**src/rtl/pwm_dt_pkg.sv**
```systemverilog
package pwm_dt_pkg;

    localparam int DIV_W = 4;

    typedef enum logic [2:0] {
        ST_SAFE      = 3'd0,
        ST_EVEN_ON   = 3'd1,
        ST_ODD_ON    = 3'd2,
        ST_DEAD_EVEN = 3'd3,
        ST_DEAD_ODD  = 3'd4
    } dt_state_e;

    // reload value of the prescale counter (divider minus one)
    function automatic logic [DIV_W-1:0] div_reload(input logic [1:0] code);
        logic [DIV_W-1:0] r;
        unique case (code)
            2'b10:   r = 4'd3;
            2'b11:   r = 4'd15;
            default: r = 4'd0;
        endcase
        return r;
    endfunction

endpackage

```
**src/rtl/dt_cfg.sv**
```systemverilog
module dt_cfg
    import pwm_dt_pkg::*;
#(
    parameter int MOD_W = 6
) (
    input  logic             enable,
    input  logic [1:0]       prescale,
    input  logic [MOD_W-1:0] modulo,
    output logic             dt_on,
    output logic [DIV_W-1:0] reload
);

    always_comb begin
        dt_on  = enable && (modulo != '0);
        reload = div_reload(prescale);
    end

endmodule

```
**src/rtl/dt_timer.sv**
```systemverilog
module dt_timer
    import pwm_dt_pkg::*;
#(
    parameter int MOD_W = 6
) (
    input  logic             clk,
    input  logic             rst_n,
    input  logic             load,
    input  logic             run,
    input  logic [DIV_W-1:0] reload_in,
    input  logic [MOD_W-1:0] ticks_in,
    output logic             done
);

    logic [DIV_W-1:0] pre_cnt;
    logic [DIV_W-1:0] reload_q;
    logic [MOD_W-1:0] remain;

    // settings are captured only on load, so mid-interval writes wait
    always_ff @(posedge clk or negedge rst_n) begin
        if (!rst_n) begin
            pre_cnt  <= '0;
            reload_q <= '0;
            remain   <= '0;
        end else if (load) begin
            pre_cnt  <= reload_in;
            reload_q <= reload_in;
            remain   <= ticks_in;
        end else if (run) begin
            if (pre_cnt == '0) begin
                pre_cnt <= reload_q;
                remain  <= remain - 1'b1;
            end else begin
                pre_cnt <= pre_cnt - 1'b1;
            end
        end
    end

    always_comb begin
        done = run && !load && (pre_cnt == '0) && (remain == MOD_W'(1));
    end

endmodule

```
**src/rtl/dt_pair_fsm.sv**
```systemverilog
module dt_pair_fsm
    import pwm_dt_pkg::*;
(
    input  logic clk,
    input  logic rst_n,
    input  logic ref_in,
    input  logic dt_on,
    input  logic done,
    input  logic pol_e,
    input  logic pol_o,
    output logic load,
    output logic run,
    output logic out_e,
    output logic out_o
);

    dt_state_e state, nxt;

    always_ff @(posedge clk or negedge rst_n) begin
        if (!rst_n) state <= ST_SAFE;
        else        state <= nxt;
    end

    always_comb begin
        nxt  = state;
        load = 1'b0;
        unique case (state)
            ST_SAFE: begin
                if (dt_on) begin
                    nxt  = ref_in ? ST_DEAD_EVEN : ST_DEAD_ODD;
                    load = 1'b1;
                end else begin
                    nxt = ref_in ? ST_EVEN_ON : ST_ODD_ON;
                end
            end
            ST_EVEN_ON: begin
                if (!ref_in) begin
                    if (dt_on) begin
                        nxt  = ST_DEAD_ODD;
                        load = 1'b1;
                    end else begin
                        nxt = ST_ODD_ON;
                    end
                end
            end
            ST_ODD_ON: begin
                if (ref_in) begin
                    if (dt_on) begin
                        nxt  = ST_DEAD_EVEN;
                        load = 1'b1;
                    end else begin
                        nxt = ST_EVEN_ON;
                    end
                end
            end
            ST_DEAD_EVEN: begin
                if (!dt_on) begin
                    nxt = ref_in ? ST_EVEN_ON : ST_ODD_ON;
                end else if (!ref_in) begin
                    nxt  = ST_DEAD_ODD;
                    load = 1'b1;
                end else if (done) begin
                    nxt = ST_EVEN_ON;
                end
            end
            ST_DEAD_ODD: begin
                if (!dt_on) begin
                    nxt = ref_in ? ST_EVEN_ON : ST_ODD_ON;
                end else if (ref_in) begin
                    nxt  = ST_DEAD_EVEN;
                    load = 1'b1;
                end else if (done) begin
                    nxt = ST_ODD_ON;
                end
            end
            default: nxt = ST_SAFE;
        endcase
    end

    always_comb begin
        run   = (state == ST_DEAD_EVEN) || (state == ST_DEAD_ODD);
        out_e = pol_e ^ (state == ST_EVEN_ON);
        out_o = pol_o ^ (state == ST_ODD_ON);
    end

endmodule

```
**src/rtl/pwm_deadtime_top.sv**
```systemverilog
module pwm_deadtime_top
    import pwm_dt_pkg::*;
#(
    parameter int NUM_PAIRS = 2,
    parameter int MOD_W     = 6
) (
    input  logic                 clk,
    input  logic                 rst_n,
    input  logic                 dt_enable,
    input  logic [1:0]           dt_prescale,
    input  logic [MOD_W-1:0]     dt_modulo,
    input  logic [NUM_PAIRS-1:0] pol_even,
    input  logic [NUM_PAIRS-1:0] pol_odd,
    input  logic [NUM_PAIRS-1:0] pwm_ref,
    output logic [NUM_PAIRS-1:0] out_even,
    output logic [NUM_PAIRS-1:0] out_odd
);

    logic             dt_on;
    logic [DIV_W-1:0] reload;

    // single shared setting
    dt_cfg #(.MOD_W(MOD_W)) u_cfg (
        .enable   (dt_enable),
        .prescale (dt_prescale),
        .modulo   (dt_modulo),
        .dt_on    (dt_on),
        .reload   (reload)
    );

    for (genvar i = 0; i < NUM_PAIRS; i++) begin : g_pair
        logic load, run, done;

        dt_timer #(.MOD_W(MOD_W)) u_timer (
            .clk       (clk),
            .rst_n     (rst_n),
            .load      (load),
            .run       (run),
            .reload_in (reload),
            .ticks_in  (dt_modulo),
            .done      (done)
        );

        dt_pair_fsm u_fsm (
            .clk    (clk),
            .rst_n  (rst_n),
            .ref_in (pwm_ref[i]),
            .dt_on  (dt_on),
            .done   (done),
            .pol_e  (pol_even[i]),
            .pol_o  (pol_odd[i]),
            .load   (load),
            .run    (run),
            .out_e  (out_even[i]),
            .out_o  (out_odd[i])
        );
    end

endmodule

```
**config.mk**
```make
export PLATFORM = sky130hd
export DESIGN_NAME = pwm_deadtime_top
export DESIGN_NICKNAME = d
export VERILOG_FILES = /design/src/rtl/pwm_dt_pkg.sv /design/src/rtl/dt_cfg.sv /design/src/rtl/dt_timer.sv /design/src/rtl/dt_pair_fsm.sv /design/src/rtl/pwm_deadtime_top.sv
export SDC_FILE = /design/constraint.sdc
export NUM_CORES = 1
export LEC_CHECK = 0
export BUFFER_PORTS_ARGS = -buffer_cell sky130_fd_sc_hd__buf_2
export CAP_MARGIN = 20
export CORE_MARGIN = 4
export CORE_UTILIZATION = 60
export DETAILED_ROUTE_END_ITERATION = 8
export PLACE_DENSITY_LB_ADDON = 0.08
export SLEW_MARGIN = 20
export SYNTH_ARGS = -nofsm -noshare
export SYNTH_HDL_FRONTEND = slang
export SYNTH_SLANG_ARGS = --single-unit
```
**constraint.sdc**
```tcl
create_clock -name clk -period 4.4 [get_ports clk]
set_clock_uncertainty 0.2 [all_clocks]
set_input_delay 1.32 -clock clk [delete_from_list [all_inputs] [get_ports clk]]
set_output_delay 1.32 -clock clk [all_outputs]
set_load 0.03 [all_outputs]
```
== Word level (Yosys, flattened, before mapping) ==
Cells that the tools add are included.
Word-level totals
  register bits after elaboration: 34
  output and inout bits: 4
Operators by class
  $add $sub $neg: 4
  equality and inequality tests: 20
  multiplexer cells: 54
  bitwise gates (word level): 4
  reductions and logical operators: 24
Operators with widths (count)
  3-bit two-way mux: 21
  6-bit two-way mux: 6
  3-bit one-hot mux with 5 select lines: 2
  4-bit two-way mux: 6
  4-bit inequality test (second input constant): 4
  1-bit two-way mux: 13
  3-bit by 2-bit == test with 1-bit output (second input constant): 4
  6-bit by 1-bit == test with 1-bit output (second input constant): 2
  6-bit by 1-bit subtractor with 6-bit output (second input constant): 2
  1-bit one-hot mux with 5 select lines: 2
  4-bit logical NOT: 2
  2-bit inequality test (second input constant): 4
  4-bit one-hot mux with 2 select lines: 1
  4-bit AND reduction: 2
  2-bit nonzero test: 4
  4-bit by 1-bit subtractor with 4-bit output (second input constant): 2
  1-bit logical AND: 7
  3-bit by 1-bit == test with 1-bit output (second input constant): 2
  3-bit == test (second input constant): 2
  3-bit logical NOT: 2
  2-bit two-way mux: 3
  6-bit nonzero test: 1
  2-bit == test (second input constant): 2
  2-bit AND reduction: 2
  other kinds (3): 8

== Logic depth before layout (Yosys ltp) ==
  depth after elaboration: 13
  mapped depth: 10
  gate-level depth less buffers: 9

== By module ==
From an unflattened synthesis, not the netlist that was laid out.
Unflattened totals
  cells, all modules: 286
  area total of the unflattened synthesis: 2473.6 um^2
Modules (own cells, without submodules)
  dt_timer: times used 2, cells an instance 90, area each 840.8 um^2, seq. area each 350.3 um^2
  dt_pair_fsm: times used 2, cells an instance 50, area each 375.4 um^2, seq. area each 75.1 um^2
  dt_cfg: times used 1, cells an instance 6, area each 41.3 um^2, seq. area each 0.0 um^2

== Worst setup path before layout ==
No wires, ideal clock.
  kind: input to register
  start: input port dt_modulo[0]
  end: register g_pair[0].u_timer.pre_cnt[1]
  library setup time: 0.125 ns
  arrival: 3.477 ns
  data required time: 4.075 ns
  path slack: 0.598 ns
  cell stages on the path: 10
  buffers on the path: 1
  path through: or4_4 > o21ai_4 > inv_4 > ha_1 > nand2_1 > nor2_1 > a211oi_1 > a2bb2oi_2 > buf_6 > mux2_2
On the way
  longest elaborated chain between the ends: 6
Ends and longest elaborated chain
  start: declaration: RTL line pwm_deadtime_top.sv:11  | input logic [MOD_W-1:0] dt_modulo,
  6-bit nonzero test (*): RTL line dt_cfg.sv:14  | dt_on = enable && (modulo != '0);
  1-bit logical AND (*): RTL line dt_cfg.sv:14
  1-bit two-way mux: RTL line dt_pair_fsm.sv:29, dt_pair_fsm.sv:38, dt_pair_fsm.sv:48
  1-bit two-way mux (on tied branches): RTL line dt_pair_fsm.sv:47, dt_pair_fsm.sv:37
  1-bit one-hot mux with 5 select lines (*): RTL line dt_pair_fsm.sv:27  | unique case (state)
  4-bit two-way mux or 2-bit nonzero test (tied branches)
  end signal: assignment: RTL line dt_timer.sv:26  | pre_cnt <= reload_in;
  end signal: assignment: RTL line dt_timer.sv:31  | pre_cnt <= reload_q;
  end signal: assignment: RTL line dt_timer.sv:34  | pre_cnt <= pre_cnt - 1'b1;
  end: declaration: RTL line dt_timer.sv:15  | logic [DIV_W-1:0] pre_cnt;
Mark *: on every way between the ends. The rest lies on a longest branch, timed or not.
A chain may end at the register's enable or synchronous reset.

== Worst setup path after layout ==
  start: input port dt_modulo[0]
  end: register g_pair[0].u_timer.remain[0]
On the way
  longest elaborated chain between the ends: 7
Ends and longest elaborated chain
  6-bit nonzero test: RTL line dt_cfg.sv:14
  1-bit logical AND: RTL line dt_cfg.sv:14
  1-bit two-way mux: RTL line dt_pair_fsm.sv:29, dt_pair_fsm.sv:38, dt_pair_fsm.sv:48
  1-bit two-way mux (on tied branches): RTL line dt_pair_fsm.sv:47, dt_pair_fsm.sv:37
  1-bit one-hot mux with 5 select lines: RTL line dt_pair_fsm.sv:27
  2-bit nonzero test (no source line)
  2-bit AND reduction (no source line)
  end signal: assignment: RTL line dt_timer.sv:28  | remain <= ticks_in;
  end signal: assignment: RTL line dt_timer.sv:32  | remain <= remain - 1'b1;
  end: declaration: RTL line dt_timer.sv:17  | logic [MOD_W-1:0] remain;
Several ways; a longest one is shown, not always the timed one.

==> summary.md <==
| Metric | Value |
|---|---|
| Pleak | `1.052 nW` |
| Placer Congestion | `0.7914` |
| Fillers | `295` |
| Post-Route Setup TNS | `0 ps` |
| Layout area overhead | `8.011%` |
| Hold path endpoint | `g_pair[0].u_timer.reload_q[2]` |
| Detailed Route WL | `4.455 mm` |
| Top cells by count, synth | `dfrtp_1 (30), o21ai_0 (20), nor2_1 (18)` |
| Crit path DAT | `3750 ps` |
| Die H | `69.01 um` |
| Hold crit path type | `flop to flop` |
| CORE AREA | `0.003468 mm2` |
| # port buffers | `20` |
| Layout cells sized above 1 | `20.46%` |
| Post-CTS setup buffer count | `0` |
| Share of the synthesized area in the top cell type | `33.61%` |
| Post-Synthesis Cells | `243` |
| First-pass GRT wire length | `7.845 mm` |
| Gr ovfl total | `0` |
| Critical path class | `primary input to flop` |
| Drt drc | `0` |
| CP delay by family, top | `compound AO/OA/AOI/OAI gates` |
| Worst path max stage delay | `570 ps` |
| GRT Total Usage | `19.82%` |
| CTS tree | `built` |
| Met2 Usage GRT | `30.72%` |
| CTS root buffer | `clkbuf_8` |
| CP max FO | `10` |
| Most frequent cell after synthesis | `dfrtp_1` |
| Worst skew pair latency | `270 ps` |
| Max Cap Viol | `0` |
| Worst setup SP type | `primary input` |
| Die ar. | `0.004762 mm2` |
| Synthesized net count | `273` |
| Via/cell ratio | `5.807` |
| Max Freq | `263.2 MHz` |
| Top cells by area, synth | `dfrtp_1 (34%), ha_1 (7.3%), mux2_2 (4.5%), o21ai_0 (4.5%), nor2_1 (3.0%)` |
| Post-synthesis compound-gate area fraction | `20.00%` |
| Hold Path Cell Cnt | `2` |
| R2R depth | `7` |
| Post-route ant nets | `0` |
| Ports | `21` |
| Worst hold start | `g_pair[0].u_timer.reload_q[2]` |
| Flop2flop setup slack | `1710 ps` |
| CTS Buf Count | `5` |
| Largest family of logic cells by synthesized area | `compound AO/OA/AOI/OAI gates` |
| Vias in the first global route | `1,676` |
| Pwr/cell area | `615.3 mW/mm2` |
| Yosys cell types | `60` |
| Met3 GRT Util | `4.797%` |
| XOR/XNOR share of the synthesized area | `5.490%` |
| Worst endpoint required time | `4350 ps` |
| Post-CTS Resized | `0` |
| Final setup viols | `0` |
| Worst r2r src | `g_pair[1].u_timer.pre_cnt[0]` |
| Final count of hold timing violations | `0` |
| Area of the mapped netlist | `0.002233 mm2` |
| #FFs+latches synth | `30` |
| Worst-path clk slew | `60 ps` |
| Post-DR wirelength/cell | `14.61 um` |
| Final nets | `289` |
| DR vias | `1,771` |
| Drt initial violations | `146` |
| Seq/Total Area, Yosys | `33.61%` |
| Outcome | `finished, final reports clean` |
| RSZ-0062 raised after global routing | `false` |
| Antenna violations before repair | `0` |
| Synth warn | `0` |
| Hold_ws | `344.3 ps` |
| Post-Synth Adder-Cell Area | `7.731%` |
| Min Tclk post-route | `3799 ps` |
| CTS Sinks | `30` |
| DRT Pass-1 Iters | `4` |
| Syn Area/Cell | `9.191 um2` |
| Simple-Gate Fraction of Synth Area | `19.27%` |
| Max clock buf depth | `2` |
| Die Wd | `69.01 um` |
| Routing usage on met1 | `27.93%` |
| Worst-path cell chain | `buf_2 > or4_4 > o21ai_4 > inv_4 > ha_1 > nand2_1 > nor2_1 > a211oi_1 > a2bb2oi_2 > mux2_2` |
| Final period util | `86.33%` |
| Ys flop type | `dfrtp_1` |
| Site Rows | `21` |
| Post-synth EDFFs | `0` |
| Hold Buf Count CTS | `0` |
| Slew Viols, Final | `0` |
| Fraction of synthesis flops using an asynchronous set or reset pin | `100.0%` |
| VDD IR max | `0.0003397 V` |
| H-tree depth | `2` |
| Slowest cell on crit path | `or4_4` |
| Antenna Cells | `0` |
| FF-to-FF End | `g_pair[1].u_fsm.state[0]` |
| Headroom to the max-slew limit | `38.19%` |
| Starting density of the core | `64.39%` |
| Worst Tran Pin Value | `921.0 ps` |
| Post-synthesis mux area share | `7.451%` |
| Cell taking the most area after synthesis | `dfrtp_1` |
| Dpl hpwl | `3.289 mm` |
| Buffers & Inverters on Critical Path | `2` |
| Largest net degree at the start of global routing | `31` |
| Layer with the highest usage | `met2` |
| Critical path capture point type | `flop` |
report_power, final:
| part | internal [mW] | total [mW] | switching [mW] |
|---|---|---|---|
| Combinational | 0.349 | 0.719 | 0.370 |
| Clock | 0.109 | 0.203 | 0.0940 |
| Sequential | 0.407 | 0.563 | 0.155 |
| Total | 0.865 | 1.48 | 0.620 |
worst reg2reg max path, delay by kind of cell (launching register included):
family                   cells  cell delay [ps]
AND/OR/NAND/NOR              3             1150
AO/OA/AOI/OAI                2              540
flip-flops                   1              400
adder cells (fa/ha/maj)      1              210
buffers and inverters        1               70
worst max-delay path by stage:
stage                     cells past startpoint         start  slack, ps                      endpoint
after floorplan                              10  dt_modulo[0]        600  g_pair[0].u_timer.pre_cnt[1]
after global placement                       10  dt_modulo[0]        390   g_pair[0].u_timer.remain[1]
after detailed placement                     11  dt_modulo[0]        310  g_pair[0].u_timer.pre_cnt[2]
after CTS                                    11  dt_modulo[0]        610  g_pair[0].u_timer.pre_cnt[2]
after global routing                         11  dt_modulo[0]        460  g_pair[0].u_timer.pre_cnt[2]
final                                        10  dt_modulo[0]        600   g_pair[0].u_timer.remain[0]
final cells by class:
cell class              instances  area [um2]  area share (%)
inverters                      17       66.31           2.749
multi-input cells             182        1339           55.50
clock buffers                   7       76.32           3.164
flip-flops and latches         30       750.7           31.12
repair buffers                 23       122.6           5.083
well taps                      46       57.56           2.386
flip-flops by register name, summed over array words and instances (netlist names):
name / cells
g_pair.u_fsm.state: 6
g_pair.u_timer.pre_cnt: 8
g_pair.u_timer.reload_q: 4
g_pair.u_timer.remain: 12
kinds of logic (layout without fill, tap and decap cells):
kind of cell    count (synthesis)  after routing
simple gates                   78             78
compound gates                 61             61
buf+inv                        31             47
flops                          30             30
mux                            15             15
fa+ha+maj                      14             14
xor+xnor                       14             14
layout by cell type, fill, tap and decap left out, types with 3 or more instances in the layout:
cell and count:
xnor2_1 7, buf_4 3, nand2_1 14, mux2i_1 5
ha_1 13, a211oi_1 6, mux2_2 9, nor3_1 5
or3b_2 3, nor4_1 3, nand2b_1 6, nor3b_1 5
a21oi_1 11, nor2_1 18, nand3_1 5, dfrtp_1 30
inv_1 16, o21ai_0 19, buf_2 20, clkbuf_8 5
xor2_1 7
per-stage QoR:
stage                     std cells  cell area [um2]  setup slack [ps]  utilization (%)  total power, mW
after detailed placement        298             2336             311.2            67.35            1.280
after floorplan                 243             2233             598.1                -            1.146
final                           305             2412             601.3            69.55            1.484
after CTS                       305             2412             609.9            69.55            1.490
after global placement          298             2336             393.0            67.35            1.263
after global routing            305             2412             457.8            69.55            1.631
routing by layer:
layer	up-vias	wire, um
met2	30	2081
met3	2	174
met5	-	0
met4	0	10
li1	900	-
met1	839	2188
Note: power is estimated with default switching activity, not from simulation.
